==> src/rtl/cev_pkg.sv <==
package cev_pkg;
  localparam logic [7:0] OFF_CTRL = 8'h00;
  localparam logic [7:0] OFF_MODE = 8'h04;
  localparam logic [7:0] OFF_IEN  = 8'h24;
  localparam logic [7:0] OFF_IDIS = 8'h28;
  localparam logic [7:0] OFF_IMSK = 8'h2C;
  localparam logic [7:0] OFF_STAT = 8'h30;
  localparam logic [7:0] OFF_ANA  = 8'h94;
  localparam logic [7:0] OFF_PROT = 8'hE4;
  localparam logic [7:0] OFF_VIOL = 8'hE8;

  localparam int          MODE_W    = 15;
  localparam logic [14:0] MODE_KEEP = 15'h7777;
  localparam int          ANA_W     = 3;
  localparam logic [23:0] PROT_KEY  = 24'h414343;

  typedef enum logic [1:0] {
    EDGE_RISE = 2'd0,
    EDGE_FALL = 2'd1,
    EDGE_BOTH = 2'd2,
    EDGE_NONE = 2'd3
  } edge_sel_e;
endpackage

==> src/rtl/cev_sync.sv <==
module cev_sync #(
  parameter int STAGES = 2
) (
  input  logic clk,
  input  logic rst_n,
  input  logic clr,
  input  logic d,
  output logic q
);
  logic [STAGES-1:0] chain_q, chain_nxt;

  always_comb begin
    if (clr) chain_nxt = '0;
    else     chain_nxt = {chain_q[STAGES-2:0], d};
  end

  always_ff @(posedge clk or negedge rst_n) begin
    if (!rst_n) chain_q <= '0;
    else        chain_q <= chain_nxt;
  end

  assign q = chain_q[STAGES-1];
endmodule

==> src/rtl/cev_edge.sv <==
module cev_edge
  import cev_pkg::*;
(
  input  logic      clk,
  input  logic      rst_n,
  input  logic      clr,
  input  logic      lvl,
  input  logic      enable,
  input  edge_sel_e edge_sel,
  output logic      hit
);
  logic prev_q, prev_nxt;
  logic rise, fall;

  assign prev_nxt = clr ? 1'b0 : lvl;

  always_ff @(posedge clk or negedge rst_n) begin
    if (!rst_n) prev_q <= 1'b0;
    else        prev_q <= prev_nxt;
  end

  assign rise = lvl & ~prev_q;
  assign fall = ~lvl & prev_q;

  always_comb begin
    hit = 1'b0;
    if (enable && !clr) begin
      unique case (edge_sel)
        EDGE_RISE: hit = rise;
        EDGE_FALL: hit = fall;
        EDGE_BOTH: hit = rise | fall;
        default:   hit = 1'b0;
      endcase
    end
  end

  // disabled comparator records nothing
  a_r3_quiet_when_off: assert property (@(posedge clk) disable iff (!rst_n)
    !enable |-> !hit);
endmodule

==> src/rtl/cev_regs.sv <==
module cev_regs
  import cev_pkg::*;
#(
  parameter int ADDR_W = 8
) (
  input  logic              clk,
  input  logic              rst_n,
  input  logic              wr_en,
  input  logic              rd_en,
  input  logic [ADDR_W-1:0] addr,
  input  logic [31:0]       wdata,
  output logic [31:0]       rdata,
  input  logic              edge_hit,
  input  logic              sync_lvl,
  output logic [MODE_W-1:0] mode_q,
  output logic [ANA_W-1:0]  ana_q,
  output logic              mask_q,
  output logic              flag_q,
  output logic              swrst
);
  logic [MODE_W-1:0] mode_nxt;
  logic [ANA_W-1:0]  ana_nxt;
  logic mask_nxt, flag_nxt, prot_q, prot_nxt, viol_q, viol_nxt;
  logic wr_mode, wr_ana, wr_prot, rd_stat, rd_viol, key_ok;

  assign swrst   = wr_en && (addr == ADDR_W'(OFF_CTRL)) && wdata[0];
  assign wr_mode = wr_en && (addr == ADDR_W'(OFF_MODE));
  assign wr_ana  = wr_en && (addr == ADDR_W'(OFF_ANA));
  assign wr_prot = wr_en && (addr == ADDR_W'(OFF_PROT));
  assign rd_stat = rd_en && (addr == ADDR_W'(OFF_STAT));
  assign rd_viol = rd_en && (addr == ADDR_W'(OFF_VIOL));
  assign key_ok  = (wdata[31:8] == PROT_KEY);

  always_comb begin
    mode_nxt = mode_q;
    ana_nxt  = ana_q;
    mask_nxt = mask_q;
    flag_nxt = flag_q;
    prot_nxt = prot_q;
    viol_nxt = viol_q;
    if (swrst) begin
      mode_nxt = '0;
      ana_nxt  = '0;
      mask_nxt = 1'b0;
      flag_nxt = 1'b0;
    end else begin
      if (wr_mode && !prot_q) mode_nxt = wdata[MODE_W-1:0] & MODE_KEEP;
      if (wr_ana && !prot_q)  ana_nxt  = wdata[ANA_W-1:0];
      if (wr_en && addr == ADDR_W'(OFF_IEN) && wdata[0])  mask_nxt = 1'b1;
      if (wr_en && addr == ADDR_W'(OFF_IDIS) && wdata[0]) mask_nxt = 1'b0;
      if (edge_hit)     flag_nxt = 1'b1;
      else if (rd_stat) flag_nxt = 1'b0;
    end
    if (wr_prot && key_ok) prot_nxt = wdata[0];
    if ((wr_mode || wr_ana) && prot_q) viol_nxt = 1'b1;
    else if (rd_viol)                  viol_nxt = 1'b0;
  end

  always_ff @(posedge clk or negedge rst_n) begin
    if (!rst_n) begin
      mode_q <= '0;
      ana_q  <= '0;
      mask_q <= 1'b0;
      flag_q <= 1'b0;
      prot_q <= 1'b0;
      viol_q <= 1'b0;
    end else begin
      mode_q <= mode_nxt;
      ana_q  <= ana_nxt;
      mask_q <= mask_nxt;
      flag_q <= flag_nxt;
      prot_q <= prot_nxt;
      viol_q <= viol_nxt;
    end
  end

  always_comb begin
    rdata = '0;
    unique case (addr)
      ADDR_W'(OFF_MODE): rdata[MODE_W-1:0] = mode_q;
      ADDR_W'(OFF_IMSK): rdata[0]          = mask_q;
      ADDR_W'(OFF_STAT): rdata[1:0]        = {sync_lvl, flag_q};
      ADDR_W'(OFF_ANA):  rdata[ANA_W-1:0]  = ana_q;
      ADDR_W'(OFF_PROT): rdata[0]          = prot_q;
      ADDR_W'(OFF_VIOL): rdata[0]          = viol_q;
      default:           rdata             = '0;
    endcase
  end

  a_r3_hit_sets_flag: assert property (@(posedge clk) disable iff (!rst_n)
    (edge_hit && !swrst) |=> flag_q);
  a_r5_read_clears: assert property (@(posedge clk) disable iff (!rst_n)
    (rd_stat && !edge_hit) |=> !flag_q);
  a_r9_bad_key_keeps: assert property (@(posedge clk) disable iff (!rst_n)
    (wr_prot && !key_ok) |=> $stable(prot_q));
  a_r10_locked_mode: assert property (@(posedge clk) disable iff (!rst_n)
    (wr_mode && prot_q) |=> ($stable(mode_q) && viol_q));
endmodule

==> src/rtl/cmp_evt_ctrl.sv <==
module cmp_evt_ctrl
  import cev_pkg::*;
#(
  parameter int ADDR_W      = 8,
  parameter int SYNC_STAGES = 2
) (
  input  logic              clk,
  input  logic              rst_n,
  input  logic              cmp_raw,
  input  logic              wr_en,
  input  logic              rd_en,
  input  logic [ADDR_W-1:0] addr,
  input  logic [31:0]       wdata,
  output logic [31:0]       rdata,
  output logic [2:0]        minus_sel,
  output logic [2:0]        plus_sel,
  output logic              cmp_enable,
  output logic [2:0]        ana_ctl,
  output logic              irq,
  output logic              fault
);
  logic [MODE_W-1:0] mode_q;
  logic [ANA_W-1:0]  ana_q;
  logic mask_q, flag_q, swrst, sync_lvl, edge_hit;
  logic inv, fault_src, fault_en;
  edge_sel_e edge_sel;

  assign minus_sel  = mode_q[2:0];
  assign plus_sel   = mode_q[6:4];
  assign cmp_enable = mode_q[8];
  assign edge_sel   = edge_sel_e'(mode_q[10:9]);
  assign inv        = mode_q[12];
  assign fault_src  = mode_q[13];
  assign fault_en   = mode_q[14];
  assign ana_ctl    = ana_q;

  cev_regs #(.ADDR_W(ADDR_W)) u_regs (
    .clk(clk), .rst_n(rst_n), .wr_en(wr_en), .rd_en(rd_en), .addr(addr),
    .wdata(wdata), .rdata(rdata), .edge_hit(edge_hit), .sync_lvl(sync_lvl),
    .mode_q(mode_q), .ana_q(ana_q), .mask_q(mask_q), .flag_q(flag_q),
    .swrst(swrst)
  );

  cev_sync #(.STAGES(SYNC_STAGES)) u_sync (
    .clk(clk), .rst_n(rst_n), .clr(swrst), .d(cmp_raw ^ inv), .q(sync_lvl)
  );

  cev_edge u_edge (
    .clk(clk), .rst_n(rst_n), .clr(swrst), .lvl(sync_lvl),
    .enable(cmp_enable), .edge_sel(edge_sel), .hit(edge_hit)
  );

  assign irq   = flag_q & mask_q;
  assign fault = fault_en & (fault_src ? sync_lvl : flag_q);

  a_r7_fault_from_flag: assert property (@(posedge clk) disable iff (!rst_n)
    (fault && !fault_src) |-> flag_q);
endmodule

==> config.mk <==
export PLATFORM = sky130hd
export DESIGN_NAME = cmp_evt_ctrl
export DESIGN_NICKNAME = d
export VERILOG_FILES = /design/src/rtl/cev_pkg.sv /design/src/rtl/cev_sync.sv /design/src/rtl/cev_edge.sv /design/src/rtl/cev_regs.sv /design/src/rtl/cmp_evt_ctrl.sv
export SDC_FILE = /design/constraint.sdc
export NUM_CORES = 1
export LEC_CHECK = 0
export ABC_AREA = 0
export BUFFER_PORTS_ARGS = -buffer_cell sky130_fd_sc_hd__buf_4
export CAP_MARGIN = 20
export CORE_UTILIZATION = 39
export CTS_CLUSTER_DIAMETER = 40
export CTS_CLUSTER_SIZE = 14
export DETAILED_ROUTE_END_ITERATION = 7
export HOLD_SLACK_MARGIN = 0.08
export PLACE_DENSITY = 0.79
export SETUP_SLACK_MARGIN = 0.15
export SLEW_MARGIN = 20
export SYNTH_ARGS = -nofsm -noshare
export SYNTH_HDL_FRONTEND = slang
export SYNTH_SLANG_ARGS = --single-unit
export TNS_END_PERCENT = 50
==> constraint.sdc <==
create_clock -name clk -period 1.5 [get_ports clk]
set_clock_uncertainty 0.15 [all_clocks]
set_input_delay 0.075 -clock clk [delete_from_list [all_inputs] [get_ports clk]]
set_output_delay 0.075 -clock clk [all_outputs]
set_load 0.02 [all_outputs]
# Yosys cells after proc, flatten, opt, wreduce, memory -nomap -nowiden
# Cells that the tools add are included.
dict set report word_totals {
  regBits 25
  input_bits 45
  output_inout_bits 44
}
dict set report op_classes {
  eq_ne 11
  mux 21
  n_bitwise 8
  reduce_logical 26
}
# cell n
set op_table {}
lappend op_table {{8-bit by 6-bit equality test with 1-bit output, second input constant} 4}
lappend op_table {{15-bit 2-to-1 mux} 2}
lappend op_table {{24-bit by 23-bit equality test with 1-bit output, second input constant} 1}
lappend op_table {{8-bit equality test, second input constant} 3}
lappend op_table {{1-bit logical AND} 16}
lappend op_table {{12-bit 2-to-1 mux} 1}
lappend op_table {{1-bit 2-to-1 mux} 11}
lappend op_table {{8-bit by 3-bit equality test with 1-bit output, second input constant} 1}
lappend op_table {{8-bit zero test} 1}
lappend op_table {{3-bit 2-to-1 mux} 2}
lappend op_table {{1-bit case mux with 3 select lines} 2}
lappend op_table {{1-bit case mux with 6 select lines} 1}
lappend op_table {{2-bit nonzero test} 3}
lappend op_table {{3-bit nonzero test} 2}
lappend op_table {{1-bit AND} 4}
lappend op_table {{2-bit by 1-bit equality test with 1-bit output, second input constant} 1}
lappend op_table {{2-bit equality test, second input constant} 1}
lappend op_table {{1-bit zero test} 2}
lappend op_table {{2-bit zero test} 1}
lappend op_table {{2-bit 2-to-1 mux} 1}
lappend op_table {{1-bit NOT} 2}
lappend op_table {{1-bit case mux with 2 select lines} 1}
lappend op_table {{1-bit logical OR} 1}
lappend op_table {{1-bit bitwise OR} 1}
lappend op_table {{1-bit XOR} 1}

# Longest topological paths before layout
dict set report logic_depth {
  depth_word 8
  depth_mapped 6
}

# By module
# A second synthesis with hierarchy kept.
dict set report hier_totals {
  cells_unflattened 151
  hier_area_um2 1477.7
}
# mod n_inst cells_each area_each_um2
set by_module_without_submodules {}
lappend by_module_without_submodules {cev_regs 1 131 1285.0}
lappend by_module_without_submodules {cev_edge 1 12 98.8}
lappend by_module_without_submodules {cev_sync 1 4 62.6}
lappend by_module_without_submodules {cmp_evt_ctrl 1 4 31.3}

# Worst setup path before layout
# Ideal clock, no wire load.
dict set report synth_path {
  kind {input-to-reg}
  startpoint {input addr[3]}
  endpoint {register u_regs.ana_q[2]}
  t_arrival_ns 1.402
  setup_slack_ns -0.191
  cell_stages 5
  path_buffers 1
  cell_sequence {or4b_4 -> or4_1 -> buf_2 -> mux2i_1 -> nor2_1}
}
dict set report synth_between {
  elab_chain_cells 4
}
# element line_no
set synth_rtl {}
lappend synth_rtl {{from (decl)} cmp_evt_ctrl.sv:12} ;# input logic [ADDR_W-1:0] addr,
lappend synth_rtl {{8-bit equality test / 8-bit zero test (equally long branches)} {cev_regs.sv:28, cev_regs.sv:26}}
lappend synth_rtl {{1-bit logical AND, on equally long branches} {cev_regs.sv:28, cev_regs.sv:26}}
lappend synth_rtl {{1-bit logical AND, on equally long branches} {cev_regs.sv:48, cev_regs.sv:26}}
lappend synth_rtl {{2-bit nonzero test (no source line) / 3-bit 2-to-1 mux (equally long branches)} -}
lappend synth_rtl {{to (signal assigned)} cev_regs.sv:69} ;# ana_q <= ana_nxt;
lappend synth_rtl {{to (decl)} cev_regs.sv:16} ;# output logic [ANA_W-1:0] ana_q,
# Parallel ways exist; a longest one is shown, timed or not.
# A chain may end at the register's enable or synchronous reset.

# Worst setup path after layout
dict set report layout_path {
  startpoint {register u_regs.prot_q}
  endpoint {output rdata[0]}
}
dict set report layout_between {
  elab_chain_cells 1
}
# element line_no
set layout_rtl {}
lappend layout_rtl {{from (decl)} cev_regs.sv:23} ;# logic mask_nxt, flag_nxt, prot_q, prot_nxt, viol_q, viol_nxt;
lappend layout_rtl {{from (signal assigned)} cev_regs.sv:72} ;# prot_q <= prot_nxt;
lappend layout_rtl {{1-bit case mux with 6 select lines} cev_regs.sv:79} ;# unique case (addr)
lappend layout_rtl {{to (decl)} cmp_evt_ctrl.sv:14} ;# output logic [31:0] rdata,
# Every way passes these cells.

==> flow_summary_export.csv <==
group,metric,value,unit
outcome,status,"complete, but fails checks",
outcome,failed_checks,"setup timing",
drt,vias,1804,
drt,wl,6020,µm
timing,rsz0062_at_grt,"yes",
grt,grt_pass1_vias,1714,
placement,gp_congestion,0.878,
clock_network,clockBufferDepth,2,
critical_path,crit_type,"reg -> out",
floorplan,die_h,64.2,µm
placement,dp_cells,304,
critical_path,path_max_fanout,2,
synth,synthCells,174,
layout,fin_cells,335,
synth,ys_seq_elements,22,
layout,drive_gt1_frac,0.540,
synth,yosysSeqAreaShare,0.365,
synth,synth-async-reset-ratio,1.00,
drt,viasPerCell,5.39,
critical_path,cp.arrival,1.52,ns
grt,grt_usage,0.261,
power_and_ir_drop,p_leak,1.39,nW
floorplan,core,0.00369,mm²
floorplan,pin_count,89,
clock_network,clock-sinks,22,
critical_path,crit_path_start_kind,"flip-flop",
layout,fillers,246,
grt,grt_first_pass_wirelength,8090,µm
drt,wl_met3,416,µm
layout,layout_common_cells,"buf_4, buf_6, dfrtp_1",
clock_network,h-tree-depth,1,
layout,final_common_cell,"buf_4",
synth,synthDistinctLibCells,41,
clock_network,clk_pin_slew,0.08,ns
power_and_ir_drop,p_per_area,528,mW/mm²
drt,ant_nets,0,
placement,preCtsSetupSlack,-0.336,ns
job,cap_violations,0,
timing,setup_tns,-1.58,ns
power_and_ir_drop,ir_drop,0.449,mV
timing,fin_ws,-0.242,ns
synth,synth_edf_count,0,
timing,max_freq,0.574,GHz
drt,drt_iter0_markers,78,
placement,port_buffers,66,
timing,layout_min_cycle_time,1.74,ns
drt,wire_per_inst,18.0,µm
floorplan,initial_utilization,0.409,
timing,hold_violations,0,
synth,avgSynthCellArea,8.66,µm²
drt,wl_met1,2310,µm
floorplan,die_w,64.2,µm
clock_network,tritoncts,"built",
critical_path,reg2reg_depth,6,
critical_path,r2r_start,"u_regs.prot_q$_DFFE_PN0P_",
layout,diodes,0,
drt,drc,0,
synth,netlist_area,0.00151,mm²
clock_network,cts_root_buf,"clkbuf_8",
grt,antenna_found_initial,0,
floorplan,rows,22,
timing,period_share,1.16,
critical_path,crit_required,1.27,ns
critical_path,crit_start,"u_regs.prot_q$_DFFE_PN0P_",
critical_path,worstSetupEndpointType,"output port",
floorplan,die_area,0.00412,mm²
drt,drtPass1Iterations,4,
clock_network,numCtsBuffers,3,
layout,final_nets,336,
drt,routed.top_layer,"met4",
min_path,hold_path_class,"in -> async",
drt,route.met2.wl,3100,µm
synth,yosys_warnings,0,
clock_network,clkLatencyLatePin,0.26,ns
synth,ys.flop_type,"dfrtp_1",
layout,area_growth_syn_to_layout,89.8,%
placement,hpwl,3140,µm
timing,maxSlewViolCount,0,
timing,hold_slack,0.0959,ns
grt,grt_max_degree,23,
grt,grt_overflow,0,
timing,setup_viol,20,
timing repair:
| item | in CTS | in global routing |
|---|---|---|
| pin swaps | 24 | 23 |
| setup endpoints to repair | 33 | 35 |
| endpoints found under the hold margin | 41 | 0 |
| cloned | 1 | 3 |
| hold buffers | 16 | 0 |
| resized for setup | 59 | 36 |
| setup buffers | 6 | 2 |
path summary, 6_finish.rpt:
path | end | slack [ns]
min | u_regs.ana_q[0]$_DFFE_PN0P_ | 0.1
max in group asynchronous | u_regs.viol_q$_DFFE_PN0P_ | 0.86
max | rdata[0] | -0.24
max reg2reg | u_regs.mode_q[1]$_DFFE_PN0P_ | -0.10
min reg2reg | u_sync.chain_q[1]$_DFF_PN0_ | 0.34
min in group clk | u_sync.chain_q[1]$_DFF_PN0_ | 0.13
per-layer routing:
layer / GRT usage / vias up
li1: - / 801
met2: 0.469 / 101
met5: 0 / -
met3: 0.0554 / 21
met1: 0.294 / 881
met4: 0.114 / 0
cell families after synthesis:
group                      share of synthesized area
adders and majority gates                     0.0166
other                                        0.00249
DFF                                            0.365
xor gates and xnor gates                     0.00581
and+or+nand+nor                                0.307
muxes                                         0.0606
buffers and inverters                          0.152
AOI/OAI and AO/OA                             0.0905
cell type report:
class                      count  area, µm²  area share
timing repair buffer         120       1130       0.394
multi-input combinational    138       1070       0.373
sequential                    22        551       0.192
tap                           48       60.1      0.0210
clock buffer                   3       41.3      0.0144
inverter                       4       15.0     0.00525
registers in the layout, summed over array words and instances (netlist names):
signal	count
u_edge.prev_q	1
u_regs.ana_q	3
u_regs.flag_q	1
u_regs.mask_q	1
u_regs.mode_q	12
u_regs.prot_q	1
u_regs.viol_q	1
u_sync.chain_q	2
Yosys cell counts, drive strengths merged (3+ instances only):
| master | number | area [µm²] |
|---|---|---|
| mux2i | 8 | 80.1 |
| inv | 4 | 15.0 |
| dfrtp | 22 | 551 |
| and3 | 11 | 68.8 |
| a22oi | 3 | 22.5 |
| nor4 | 5 | 37.5 |
| nor2 | 14 | 52.6 |
| nor4b | 3 | 26.3 |
| nand2 | 26 | 97.6 |
| buf | 29 | 210 |
| o21ai | 10 | 50.1 |
| nand3 | 3 | 15.0 |
| nand4 | 5 | 37.5 |
critical path: stages (launching register included):
cell	delay (ns)
dfrtp_1	0.42
buf_6	0.14
a22oi_2	0.13
o32ai_2	0.11
a221o_1	0.33
buf_6	0.14
report_power, final:
part / internal [mW] / switching, mW / total (mW) / leakage [nW]
Sequential: 0.628 / 0.0434 / 0.671 / 0.292
Combinational: 0.232 / 0.236 / 0.468 / 1.08
Clock: 0.179 / 0.193 / 0.372 / 0.0216
Total: 1.04 / 0.472 / 1.51 / 1.39
metrics by stage:
stage	cell area [µm²]	utilization	power (mW)
2_1_floorplan	1590	-	0.865
3_3_place_gp	2150	0.583	1.02
3_5_place_dp	2150	0.583	1.03
4_1_cts	2650	0.719	1.45
5_1_grt	2860	0.776	1.57
6_report	2860	0.776	1.51
Power figures use the tool's default switching activity.
